[src/rtl/bist_pkg.sv]
package bist_pkg;
  typedef enum logic [1:0] {ST_IDLE, ST_RUN, ST_DRAIN} bist_state_e;

  // PRBS-7, x^7 + x^6 + 1
  function automatic logic [6:0] prbs7_next(input logic [6:0] s);
    return {s[5:0], s[6] ^ s[5]};
  endfunction

  function automatic logic [9:0] prbs7_sym(input logic [6:0] s);
    return {s[2:0], s};
  endfunction

  function automatic logic [9:0] pat_sym(input logic [1:0] kind, input logic [9:0] idx,
                                         input logic [6:0] prbs);
    logic [9:0] r;
    case (kind)
      2'd0:    r = idx;
      2'd1:    r = (idx * 10'd71) ^ 10'h2B5;
      2'd2:    r = idx[3] ? 10'h17C : 10'h283;
      default: r = prbs7_sym(prbs);
    endcase
    return r;
  endfunction

  function automatic logic [9:0] sym_mask(input logic b10, input logic [9:0] s);
    return b10 ? s : {2'b00, s[7:0]};
  endfunction
endpackage

[src/rtl/bist_sat_ctr.sv]
module bist_sat_ctr #(
  parameter int CNT_W = 16
) (
  input  logic             clk,
  input  logic             rst_n,
  input  logic             clr,
  input  logic             inc,
  output logic [CNT_W-1:0] q
);
  localparam logic [CNT_W-1:0] MAXV = '1;

  always_ff @(posedge clk) begin
    if (!rst_n)                 q <= '0;
    else if (clr)               q <= '0;
    else if (inc && q != MAXV)  q <= q + 1'b1;
  end


  sat_hold_chk: assert property (@(posedge clk) disable iff (!rst_n)
    (q == MAXV && !clr) |=> (q == MAXV));


  idle_hold_chk: assert property (@(posedge clk) disable iff (!rst_n)
    (!clr && !inc) |=> $stable(q));
endmodule

[src/rtl/bist_patgen.sv]
module bist_patgen
  import bist_pkg::*;
#(
  parameter int FRAME_SYMS = 8
) (
  input  logic       clk,
  input  logic       rst_n,
  input  logic       restart,
  input  logic       adv,
  input  logic [1:0] kind,
  input  logic       b10,
  output logic [9:0] sym,
  output logic       frame_end
);
  localparam int POS_W = (FRAME_SYMS > 1) ? $clog2(FRAME_SYMS) : 1;
  localparam logic [POS_W-1:0] LAST = POS_W'(FRAME_SYMS - 1);

  logic [9:0]       idx;
  logic [6:0]       prbs;
  logic [POS_W-1:0] pos;

  assign sym       = sym_mask(b10, pat_sym(kind, idx, prbs));
  assign frame_end = adv && (pos == LAST);

  always_ff @(posedge clk) begin
    if (!rst_n || restart) begin
      idx  <= '0;
      prbs <= 7'h7F;
      pos  <= '0;
    end else if (adv) begin
      idx  <= idx + 1'b1;
      prbs <= prbs7_next(prbs);
      pos  <= (pos == LAST) ? '0 : pos + 1'b1;
    end
  end
endmodule

[src/rtl/bist_lane_chk.sv]
module bist_lane_chk
  import bist_pkg::*;
#(
  parameter int FRAME_SYMS = 8,
  parameter int CNT_W      = 16
) (
  input  logic             clk,
  input  logic             rst_n,
  input  logic             clr,
  input  logic             active,
  input  logic             rx_valid,
  input  logic [9:0]       rx_sym,
  input  logic [1:0]       kind,
  input  logic             b10,
  output logic [CNT_W-1:0] frm_cnt,
  output logic [CNT_W-1:0] err_cnt
);
  localparam int POS_W = (FRAME_SYMS > 1) ? $clog2(FRAME_SYMS) : 1;
  localparam logic [POS_W-1:0] LAST = POS_W'(FRAME_SYMS - 1);

  logic [9:0]       idx;
  logic [POS_W-1:0] pos;
  logic [6:0]       prev;
  logic             have_prev;
  logic             bad;
  logic             take;
  logic [9:0]       exp_sym;
  logic             sym_bad;
  logic             frame_done;
  logic             frame_err;

  // PRBS kind predicts from the previous received symbol: self-synchronising
  assign exp_sym = (kind == 2'd3) ? sym_mask(b10, prbs7_sym(prbs7_next(prev)))
                                  : sym_mask(b10, pat_sym(kind, idx, 7'h00));
  assign take       = rx_valid && active;
  assign sym_bad    = take && !(kind == 2'd3 && !have_prev) && (rx_sym != exp_sym);
  assign frame_done = take && (pos == LAST);
  assign frame_err  = frame_done && (bad || sym_bad);

  always_ff @(posedge clk) begin
    if (!rst_n || clr) begin
      idx       <= '0;
      pos       <= '0;
      prev      <= '0;
      have_prev <= 1'b0;
      bad       <= 1'b0;
    end else if (take) begin
      idx       <= idx + 1'b1;
      pos       <= (pos == LAST) ? '0 : pos + 1'b1;
      prev      <= rx_sym[6:0];
      have_prev <= 1'b1;
      bad       <= frame_done ? 1'b0 : (bad || sym_bad);
    end
  end

  bist_sat_ctr #(.CNT_W(CNT_W)) u_frm (
    .clk(clk), .rst_n(rst_n), .clr(clr), .inc(frame_done), .q(frm_cnt));
  bist_sat_ctr #(.CNT_W(CNT_W)) u_err (
    .clk(clk), .rst_n(rst_n), .clr(clr), .inc(frame_err), .q(err_cnt));


  err_le_frm_chk: assert property (@(posedge clk) disable iff (!rst_n)
    err_cnt <= frm_cnt);
endmodule

[src/rtl/lane_bist_engine.sv]
module lane_bist_engine
  import bist_pkg::*;
#(
  parameter int NLANES     = 4,
  parameter int FRAME_SYMS = 8,
  parameter int CNT_W      = 16,
  parameter int LOOP_LAT   = 2,
  parameter int ADDR_W     = 4
) (
  input  logic              clk,
  input  logic              rst_n,
  input  logic [ADDR_W-1:0] reg_addr,
  input  logic              reg_we,
  input  logic [15:0]       reg_wdata,
  output logic [15:0]       reg_rdata,
  input  logic [NLANES-1:0] loop_fault
);
  localparam int RX_BASE  = 2;
  localparam int ERR_BASE = RX_BASE + NLANES;
  localparam int DR_W     = $clog2(LOOP_LAT + 1);

  bist_state_e     state;
  logic            start_r, stop_r, en_r, b10_r;
  logic [1:0]      kind_r;
  logic [DR_W-1:0] drain_cnt;

  logic wr_ctrl, abort, start_go, stop_wr;
  logic gen_adv, frame_end, active;
  logic [9:0] gen_sym;
  logic unused_wbits;

  assign unused_wbits = ^reg_wdata[9:0];
  assign wr_ctrl  = reg_we && (reg_addr == '0);
  assign abort    = wr_ctrl && !reg_wdata[13];
  assign start_go = wr_ctrl && reg_wdata[15] && reg_wdata[13] && (state == ST_IDLE);
  assign stop_wr  = wr_ctrl && reg_wdata[14] && !abort;
  assign gen_adv  = (state == ST_RUN);
  assign active   = (state != ST_IDLE);

  always_ff @(posedge clk) begin
    if (!rst_n) begin
      state <= ST_IDLE; start_r <= 1'b0; stop_r <= 1'b0; en_r <= 1'b0;
      b10_r <= 1'b0; kind_r <= 2'd0; drain_cnt <= '0;
    end else begin
      if (wr_ctrl) en_r <= reg_wdata[13];
      if (wr_ctrl && (state == ST_IDLE || abort)) begin
        kind_r <= reg_wdata[11:10];
        b10_r  <= reg_wdata[12];
      end
      if (abort) begin
        state <= ST_IDLE; start_r <= 1'b0; stop_r <= 1'b0;
      end else begin
        case (state)
          ST_IDLE: begin
            if (start_go) begin
              state <= ST_RUN; start_r <= 1'b1;
            end
            stop_r <= stop_wr && !start_go;
          end
          ST_RUN: begin
            if (stop_wr) begin
              stop_r <= 1'b1; start_r <= 1'b0;
            end
            if (frame_end && stop_r) begin
              state <= ST_DRAIN; drain_cnt <= '0;
            end
          end
          default: begin
            drain_cnt <= drain_cnt + 1'b1;
            if (drain_cnt == DR_W'(LOOP_LAT - 1)) begin
              state <= ST_IDLE; stop_r <= 1'b0;
            end
          end
        endcase
      end
    end
  end

  bist_patgen #(.FRAME_SYMS(FRAME_SYMS)) u_gen (
    .clk(clk), .rst_n(rst_n), .restart(start_go), .adv(gen_adv),
    .kind(kind_r), .b10(b10_r), .sym(gen_sym), .frame_end(frame_end));

  logic [CNT_W-1:0] tx_cnt;
  bist_sat_ctr #(.CNT_W(CNT_W)) u_tx (
    .clk(clk), .rst_n(rst_n), .clr(start_go), .inc(frame_end), .q(tx_cnt));

  // Internal loopback delay line shared by all lanes
  logic [LOOP_LAT-1:0] lb_v;
  logic [9:0]          lb_d [LOOP_LAT];

  always_ff @(posedge clk) begin
    if (!rst_n || start_go || abort) lb_v <= '0;
    else begin
      lb_v[0] <= gen_adv;
      for (int i = 1; i < LOOP_LAT; i++) lb_v[i] <= lb_v[i-1];
    end
  end

  always_ff @(posedge clk) begin
    lb_d[0] <= gen_sym;
    for (int i = 1; i < LOOP_LAT; i++) lb_d[i] <= lb_d[i-1];
  end

  logic [CNT_W-1:0] rx_cnt  [NLANES];
  logic [CNT_W-1:0] err_cnt [NLANES];

  for (genvar l = 0; l < NLANES; l++) begin : g_lane
    bist_lane_chk #(.FRAME_SYMS(FRAME_SYMS), .CNT_W(CNT_W)) u_chk (
      .clk(clk), .rst_n(rst_n), .clr(start_go), .active(active),
      .rx_valid(lb_v[LOOP_LAT-1]),
      .rx_sym(lb_d[LOOP_LAT-1] ^ {9'b0, loop_fault[l]}),
      .kind(kind_r), .b10(b10_r),
      .frm_cnt(rx_cnt[l]), .err_cnt(err_cnt[l]));


    rx_le_tx_chk: assert property (@(posedge clk) disable iff (!rst_n)
      rx_cnt[l] <= tx_cnt);
  end

  always_comb begin
    reg_rdata = '0;
    if (reg_addr == '0)
      reg_rdata = {start_r, stop_r, en_r, b10_r, kind_r, 10'b0};
    else if (reg_addr == ADDR_W'(1))
      reg_rdata = 16'(tx_cnt);
    for (int l = 0; l < NLANES; l++) begin
      if (reg_addr == ADDR_W'(RX_BASE + l))  reg_rdata = 16'(rx_cnt[l]);
      if (reg_addr == ADDR_W'(ERR_BASE + l)) reg_rdata = 16'(err_cnt[l]);
    end
  end


  stop_done_idle_chk: assert property (@(posedge clk) disable iff (!rst_n)
    $fell(stop_r) |-> (state == ST_IDLE));


  abort_clear_chk: assert property (@(posedge clk) disable iff (!rst_n)
    abort |=> (!start_r && !stop_r && state == ST_IDLE));


  start_clear_chk: assert property (@(posedge clk) disable iff (!rst_n)
    start_go |=> (tx_cnt == '0 && start_r));
endmodule

[config.mk]
export PLATFORM = sky130hd
export DESIGN_NAME = lane_bist_engine
export DESIGN_NICKNAME = d
export VERILOG_FILES = /design/src/rtl/bist_pkg.sv /design/src/rtl/bist_sat_ctr.sv /design/src/rtl/bist_patgen.sv /design/src/rtl/bist_lane_chk.sv /design/src/rtl/lane_bist_engine.sv
export SDC_FILE = /design/constraint.sdc
export NUM_CORES = 1
export LEC_CHECK = 0
export ABC_CLOCK_PERIOD_IN_PS = 9800
export BUFFER_PORTS_ARGS = -buffer_cell sky130_fd_sc_hd__buf_2
export CORE_MARGIN = 4
export CORE_UTILIZATION = 40
export DETAILED_ROUTE_END_ITERATION = 10
export GPL_ROUTABILITY_DRIVEN = 0
export PLACE_DENSITY = 0.58
export SYNTH_ARGS = -nofsm -noshare
export SYNTH_HDL_FRONTEND = slang
export SYNTH_HIERARCHICAL = 1
export SYNTH_SLANG_ARGS = --single-unit
[constraint.sdc]
create_clock -name clk -period 9.8 [get_ports clk]
set_clock_uncertainty 0.05 [all_clocks]
set_input_delay 1.96 -clock clk [delete_from_list [all_inputs] [get_ports clk]]
set_output_delay 1.96 -clock clk [all_outputs]
set_load 0.005 [all_outputs]
# Yosys cells after proc, flatten, opt, wreduce, memory -nomap -nowiden
# Memory sizes are Yosys's and may differ from the RTL's.
# Cells that the tools add are included.
# totals
ff_bits	261
wordCells	229
output_inout_bits	16
n_memories	1
inputBits	27
ramBits	20
# op_classes
n_bitwise	17
mux	54
n_reduce_logical	60
n_mul	5
eq_ne	35
add_sub_neg	20
# memory_table
name	depth	word_bits	rd	rd_ports_with_merged_regs	write_ports	line_no	rtl
lb_d	2	10	2	0	2	lane_bist_engine.sv:89	logic [9:0] lb_d [LOOP_LAT];
# ops
op	n
two-way mux 10 bit	18
two-way mux 16 bit	10
case mux 10 bit (3 select lines)	5
adder 16 x 1 -> 16 bit (second input constant)	9
inequality test 16 bit (second input constant)	9
adder 10 x 1 -> 10 bit (second input constant)	5
multiplier 10 x 7 -> 10 bit (second input constant)	5
inequality test 10 bit	4
XOR 10 x 1 -> 10 bit	4
logical AND 1 bit	35
inverter 6 bit	5
== test 4 x 3 -> 1 bit (second input constant)	4
adder 3 x 1 -> 3 bit (second input constant)	5
== test 3 bit (second input constant)	5
two-way mux 3 bit	5
AND reduction 3 bit	3
== test 4 x 2 -> 1 bit (second input constant)	2
== test 4 bit (second input constant)	2
two-way mux 1 bit	8
two-way mux 2 bit	4
case mux 2 bit (2 select lines)	2
logical OR 1 bit	7
== test 2 x 1 -> 1 bit (second input constant)	3
logical NOT 1 bit	6
14 further kinds	26

# Logic depth before layout (Yosys ltp)
# Gate-level depths: netlist of run 1.
# logic_depth
word_depth	11
depth_mapped	18
depth_no_buf	18

# Modules after synthesis
# The synthesis of run 1 kept the hierarchy.
# modules_own_cells
module	n_inst	area_per_inst_um2	cells_per_inst
bist_sat_ctr	9	864.6	91
lane_bist_engine	1	2513.7	307
bist_lane_chk (g_lane[1].u_chk)	1	2249.7	257
bist_lane_chk (g_lane[2].u_chk)	1	2225.9	264
bist_lane_chk (g_lane[3].u_chk)	1	2185.8	264
bist_lane_chk (g_lane[0].u_chk)	1	2093.3	240
bist_patgen	1	1846.8	193

# Worst setup path before layout of run 1
# Ideal clock, no wire load.
# synth_path
path_type	in2out
startpoint	in reg_addr[1]
endpoint	out reg_rdata[3]
setup_slack_ns	4.808
stages	5
required_time_ns	7.790
arrival_ns	2.982
cell_sequence	buf_2 buf_2 nor3_1 a222oi_1 o32ai_1
# synth_via
elab_chain_cells	11
# synth_rtl
element	line_no	rtl
from (decl)	lane_bist_engine.sv:12	input logic [ADDR_W-1:0] reg_addr,
== test 4 x 1 -> 1 bit	lane_bist_engine.sv:124	else if (reg_addr == ADDR_W'(1))
two-way mux 16 bit	lane_bist_engine.sv:124	
two-way mux 16 bit	lane_bist_engine.sv:122	if (reg_addr == '0)
two-way mux 16 bit	lane_bist_engine.sv:127	if (reg_addr == ADDR_W'(RX_BASE + l)) reg_rdata = 16'(rx_cnt[l]);
two-way mux 16 bit	lane_bist_engine.sv:128	if (reg_addr == ADDR_W'(ERR_BASE + l)) reg_rdata = 16'(err_cnt[l]);
two-way mux 16 bit	lane_bist_engine.sv:127	
two-way mux 16 bit	lane_bist_engine.sv:128	
two-way mux 16 bit	lane_bist_engine.sv:127	
two-way mux 16 bit	lane_bist_engine.sv:128	
two-way mux 16 bit	lane_bist_engine.sv:127	
two-way mux 16 bit (*)	lane_bist_engine.sv:128	
to (decl)	lane_bist_engine.sv:15	output logic [15:0] reg_rdata,
# Mark *: on every way between the ends. The rest lies on a longest branch, timed or not.

# Final worst setup path of run 1
# layout_path
startpoint	in reg_addr[0]
endpoint	out reg_rdata[3]
# Same word-level chain as after synthesis.

==> results.yml, run 1 <==
clock_network:
  cts_resized: 0
  cts-root-buf: "clkbuf_16"
  cts_setup_buffers: 0
  cts_buffers: 37
  cts-root-to-sink-buffers: 3
  cts.clk_slew.worst_paths_ns: 0.06
  clkLatencyLatePin_ns: 0.56
  cts_tree: "yes"
  htreeDepth: 2
  cts_num_sinks: 284
  holdBufCountCts: 0
synthesis:
  yosysUniqueCellTypes: 111
  syn_avg_cell_area_um2: 8.91
  synth_top_family_by_area: "simple AND/OR/NAND/NOR gates"
  synthTopCellsByArea: "dfxtp_1 (27%), ha_1 (8.4%), fa_1 (3.8%), xnor2_1 (3.8%), nor2_1 (3.7%)"
  synth_edf_count: 0
  synth_compound_area_frac: 0.196
  synth_nets: 2551
  yosys.area_share.simple: 0.246
  synth-async-reset-ratio: 0
  syn_area_um2: 20900
  ys_seq_area_frac: 0.272
  ys_warn_count: 6
  yosysTopAreaCellShare: 0.272
  syn_inst: 2344
  synth_ff_type: "dfxtp_1"
  yosys.area.top_type: "dfxtp_1"
  muxShareOfSynthArea: 0.0505
  ys_ff_latch: 284
  synthXorXnorAreaFrac: 0.0730
  synth_adder_area_share: 0.122
sta:
  slew_headroom: 0.282
  period_needed_ns: 6.45
  rsz0062_at_grt: "false"
  setup_violations: 0
  max_freq_ghz: 0.155
  finalHoldViolCount: 0
  final.period_utilization: 0.658
  worstMarginPinSlew_ns: 1.08
  final.setup.tns_ns: 0
  hold_slack_ns: 0.272
  setup_ws_ns: 3.35
  final_max_slew_viol_count: 0
floorplan:
  die_area_um2: 56000
  die_x_um: 237
  io_pins: 43
  die-height_um: 237
  row_count: 83
  start_util: 0.406
  coreArea_um2: 51500
worst_setup_path:
  arrival_ns: 4.44
  end_kind: "output port"
  startpoint_type: "input port"
  worstSetupPathType: "in2out"
  worstPathMaxFanout: 51
  worstPathRequired_ns: 7.79
drt:
  drc: 0
  vias_per_cell: 5.89
  vias: 17900
  drt-pass1-iter-count: 6
  final_antenna_net_count: 0
  drt_iter0_markers: 1366
  drt_wl_total_um: 56900
  wire_per_inst_um: 18.7
outcome:
  outcome: "finished clean"
layout:
  nNetsFinal: 2543
  drive_gt1_frac: 0.105
  syn_to_final_growth_pct: 8.87
  n_antenna_cell: 0
pwr:
  p_leak_nw: 8.90
  powerDensity_nw_per_um2: 116
  ir_worst_vdd_uv: 133
global_routing:
  grt_pass1_vias: 17200
  antenna_found_initial: 0
  grt_usage: 0.199
  grt_overflow: 0
  grt_max_degree: 77
  grt_first_pass_wirelength_um: 92900
worst_hold_path:
  hold_path.class: "reg2reg"
flow_run:
  cap_violations: 0
placed_design:
  post-dp-hpwl_um: 41300
  portBuffers: 32
  post-place-ws_ns: 3.50
-- sequential cells by signal, indices dropped and copies added (netlist names), 10 cells and up --
signal / cells
g_lane.u_chk/u_err/q: 64
g_lane.u_chk/u_frm/q: 64
g_lane.u_chk/idx: 40
g_lane.u_chk/prev: 28
lb_d: 20
u_tx/q: 16
g_lane.u_chk/pos: 12
u_gen/idx: 10
-- worst max-delay path: stages --
cell and delay (ns):
buf_2 0.69, inv_2 0.44, nor3_1 0.41, a222oi_1 0.23, o32ai_1 0.46, buf_2 0.19
-- kinds of logic after synthesis --
| kind of cell | count (synthesis) |
|---|---|
| simple gates | 888 |
| compound gates | 550 |
| flops | 284 |
| buf+inv | 189 |
| fa+ha+maj | 180 |
| xor+xnor | 169 |
| mux | 84 |
-- power breakdown --
part / internal [mW] / switching (mW) / total [mW]
registers: 1.16 / 0.00375 / 1.16
clock network: 0.810 / 0.554 / 1.36
logic: 0.0355 / 0.0759 / 0.111
total: 2.00 / 0.633 / 2.63
-- metal layers --
layer / GRT usage / vias to the layer above / wire length (µm)
met5: 0 / - / 0
met4: 0.0579 / 0 / 1530
met3: 0.0318 / 104 / 3100
met2: 0.320 / 429 / 26000
met1: 0.275 / 8676 / 26300
li1: - / 8701 / -
-- final timing paths --
check                                                  end  depth (start not counted)                                start  slack, ns
setup / recovery                              reg_rdata[3]                          6                          reg_addr[0]       3.35
hold / removal                         lb_d[0][17]$_DFF_P_                          0                   lb_d[0][7]$_DFF_P_       0.27
setup reg to reg  g_lane[3].u_chk/u_err/q[13]$_SDFFE_PP0P_                         16  g_lane[3].u_chk/idx[5]$_SDFFE_PP0P_       4.36
hold reg to reg                        lb_d[0][17]$_DFF_P_                          0                   lb_d[0][7]$_DFF_P_       0.27
-- cells in the mapped netlist (all sizes together), types with 14 or more instances --
master,instances
nand3,88
or4,20
mux2i,50
o2111ai,14
nor4,34
nor2,209
dfxtp,284
o21ai,91
mux2,19
nand4,54
nor3,33
xor2,76
o311ai,32
a21oi,148
xnor2,91
buf,49
o211ai,23
inv,101
o31ai,28
and3,28
or3,24
nor3b,14
and2,47
nand2,191
nand2b,46
nor2b,36
mux4,15
a211oi,17
o41ai,31
and4,30
ha,140
clkbuf,39
fa,40
-- area by class of cell --
| class | instances | area [µm²] |
|---|---|---|
| Fill cell | 5041 | 28800 |
| Clock inverter | 11 | 119 |
| Tap cell | 680 | 851 |
| Inverter | 101 | 379 |
| Sequential cell | 284 | 5690 |
| Multi-Input combinational cell | 1871 | 14400 |
| Clock buffer | 54 | 1100 |
| Timing Repair Buffer | 41 | 228 |
-- per-stage QoR --
step	power (mW)	area, µm²	std cells	util
after floorplan	1.26	20900	2344	-
after global placement	1.29	21500	2977	0.418
after detailed placement	1.29	21500	2977	0.418
after CTS	2.68	22800	3042	0.442
after global routing	2.73	22800	3042	0.442
final	2.63	22800	3042	0.442
-- cell usage in the layout, fill, tap and decap left out, types with 19 or more instances in the layout --
master,count
nor4_1,31
nor3_1,23
inv_1,96
o211ai_1,22
nor2_1,207
nand3_1,79
and2_1,45
o41ai_1,22
nand2_1,191
nor2b_1,34
and3_1,28
mux2i_1,50
nand2b_1,45
a21oi_1,147
nand4_1,34
or3_1,24
fa_1,40
or4_1,19
ha_1,140
o31ai_1,27
buf_2,32
xor2_1,76
xnor2_1,90
dfxtp_1,282
o21ai_0,88
clkbuf_16,38
and4_2,19
o311ai_0,22
Power figures use the tool's default switching activity.
==> run 2: changes to the inputs <==
- ABC_CLOCK_PERIOD_IN_PS: 9800 -> 5600
- PLACE_DENSITY: 0.58 -> 0.6
- clock period: 9.8 -> 5.6 ns (I/O delays scaled with it)
==> results.yml, run 2 (synthesis gave the netlist of run 1 again) <==
pwr:
  p_comb_frac: 0.044
  p_sw_mw: 1.07
  internal_power_mw: 3.39
  p_seq_frac: 0.456
  p_leak_nw: 8.87
  totalPowerFinal_mw: 4.46
  powerDensity_nw_per_um2: 197
  switching_share: 0.239
  clockPowerShare: 0.500
  ir_worst_vdd_uv: 166
sta:
  final_max_slew_viol_count: 0
  slew_headroom: 0.295
  rsz0062_at_grt: "false"
  hold_slack_ns: 0.275
  final.period_utilization: 0.933
  period_needed_ns: 5.22
  worstMarginPinSlew_ns: 1.06
  final.setup.tns_ns: 0
  setup_violations: 0
  finalHoldViolCount: 0
  max_freq_ghz: 0.191
floorplan:
  die_x_um: 237
  io_pins: 43
  die_area_um2: 56000
  start_util: 0.406
  coreArea_um2: 51500
  row_count: 83
  die-height_um: 237
worst_setup_path:
  crit_top_cell: "ha_1"
  end_kind: "flop"
  startpoint_type: "flop"
  reg2reg_slack_ns: 0.38
  worst-path-buf-inv: 2
  arrival_ns: 5.63
  worstPathRequired_ns: 6.01
  r2r_start: "g_lane[2].u_chk/idx[7]$_SDFFE_PP0P_"
  path_cells: "ha_1 -> ha_1 -> inv_1 -> fa_1 -> fa_1 -> inv_1 -> ha_1 -> nand2b_1 -> nor3_1 -> o311ai_0 -> a221oi_1 -> a221oi_2 -> nand3_1 -> o211a_1 -> and4_2 -> nand3_4 -> or4_1 -> a21oi_1"
  reg2reg_to: "g_lane[2].u_chk/u_err/q[13]$_SDFFE_PP0P_"
  cp_slowest_cell: "fa_1"
  worstSetupPathType: "reg2reg"
  worstPathMaxFanout: 9
  cpPeakStageDelay_ns: 0.51
  critPathTopFamily: "adder cells"
  ff2ff_path_depth: 18
global_routing:
  antenna_found_initial: 0
  grt_pass1_vias: 17300
  grt_overflow: 0
  grt_usage: 0.197
  grt_first_pass_wirelength_um: 92500
  grt_max_degree: 76
clock_network:
  cts_tree: "yes"
  cts.clk_slew.worst_paths_ns: 0.06
  htreeDepth: 2
  clkLatencyLatePin_ns: 0.55
  cts-root-to-sink-buffers: 3
  holdBufCountCts: 0
  cts_num_sinks: 284
  cts_setup_buffers: 0
  cts-root-buf: "clkbuf_16"
  cts_buffers: 35
  cts_resized: 0
drt:
  drc: 0
  wire_per_inst_um: 18.6
  drt_wl_total_um: 56500
  vias: 18000
  final_antenna_net_count: 0
  drt_iter0_markers: 1793
  vias_per_cell: 5.92
  drt-pass1-iter-count: 7
placed_design:
  portBuffers: 32
  placed_area_um2: 21600
  post-dp-hpwl_um: 40800
outcome:
  outcome: "finished clean"
worst_hold_path:
  hold_start: "lb_d[0][0]$_DFF_P_"
  hold_path.class: "reg2reg"
  holdPathEnd: "lb_d[0][10]$_DFF_P_"
  hold_depth: 0
layout:
  top_regs: "g_lane.u_chk/u_err/q (64), g_lane.u_chk/u_frm/q (64), g_lane.u_chk/idx (40)"
  nNetsFinal: 2548
  n_antenna_cell: 0
  syn_to_final_growth_pct: 8.46
  final_cell_area_um2: 22700
  drive_gt1_frac: 0.105
  layout_common_cells: "dfxtp_1 (282), nor2_1 (207), nand2_1 (191)"
  final_util: 0.440
  final_common_cell: "dfxtp_1"
flow_run:
  cap_violations: 0
run 2: cell count changes in the layout (fill, tap and decap cells not counted), moves of 2 or more:
cell,before,now
buf_4,9,16
clkbuf_8,9,2
clkinv_2,5,9
clkbuf_16,38,35
bufinv_16,1,3
clkbuf_1,7,5
run 2: power by group through the flow:
stage                     combinational [mW]  sequential, mW  clock (mW)
after floorplan                        0.139            2.07           0
after detailed placement               0.192            2.08           0
after global routing                   0.211            2.03        2.37
final                                  0.196            2.03        2.23
after global placement                 0.190            2.08           0
after CTS                              0.192            2.03        2.30
run 2: layer usage:
metal,global-route usage,routed length [µm],up-vias,part of all wire
met5,0,0,-,0
met4,0.0536,1380,0,0.024
met3,0.0340,3310,95,0.059
met2,0.317,25800,484,0.46
met1,0.275,26000,8686,0.46
li1,-,-,8730,-
run 2: how the worst max path moves through the flow:
| stage | from | endpoint | slack [ns] | depth (start not counted) |
|---|---|---|---|---|
| 2_1_floorplan | g_lane[2].u_chk/idx[6]$_SDFFE_PP0P_ | g_lane[2].u_chk/u_err/q[14]$_SDFFE_PP0P_ | 0.93 | 16 |
| 3_3_place_gp | g_lane[2].u_chk/idx[7]$_SDFFE_PP0P_ | g_lane[2].u_chk/u_err/q[9]$_SDFFE_PP0P_ | 0.47 | 18 |
| 3_5_place_dp | g_lane[2].u_chk/idx[7]$_SDFFE_PP0P_ | g_lane[2].u_chk/u_err/q[13]$_SDFFE_PP0P_ | 0.39 | 18 |
| 4_1_cts | g_lane[2].u_chk/idx[7]$_SDFFE_PP0P_ | g_lane[2].u_chk/u_err/q[13]$_SDFFE_PP0P_ | 0.36 | 18 |
| 5_1_grt | g_lane[2].u_chk/idx[7]$_SDFFE_PP0P_ | g_lane[2].u_chk/u_err/q[13]$_SDFFE_PP0P_ | 0.03 | 18 |
| 6_report | g_lane[2].u_chk/idx[7]$_SDFFE_PP0P_ | g_lane[2].u_chk/u_err/q[13]$_SDFFE_PP0P_ | 0.38 | 18 |
run 2: layout make-up:
cell class	instances	area (µm²)
fill	5042	28800
multi-input combinational	1871	14400
sequential	284	5690
clock buffer	42	922
tap	680	851
inverter	101	379
timing repair buffer	48	280
clock inverter	15	159
run 2: worst reg2reg max path: stages, from the launching register on:
cell,delay [ns]
dfxtp_1,0.48
ha_1,0.30
ha_1,0.28
inv_1,0.05
fa_1,0.47
fa_1,0.51
inv_1,0.04
ha_1,0.35
nand2b_1,0.18
nor3_1,0.22
o311ai_0,0.16
a221oi_1,0.44
a221oi_2,0.07
nand3_1,0.15
o211a_1,0.32
and4_2,0.35
nand3_4,0.14
or4_1,0.42
a21oi_1,0.17
run 2: per-stage QoR:
step | std cells | setup slack, ns
after detailed placement | 2984 | 0.387
final | 3041 | 0.375
after global routing | 3041 | 0.0271
after CTS | 3041 | 0.362
after global placement | 2984 | 0.473
after floorplan | 2344 | 0.931
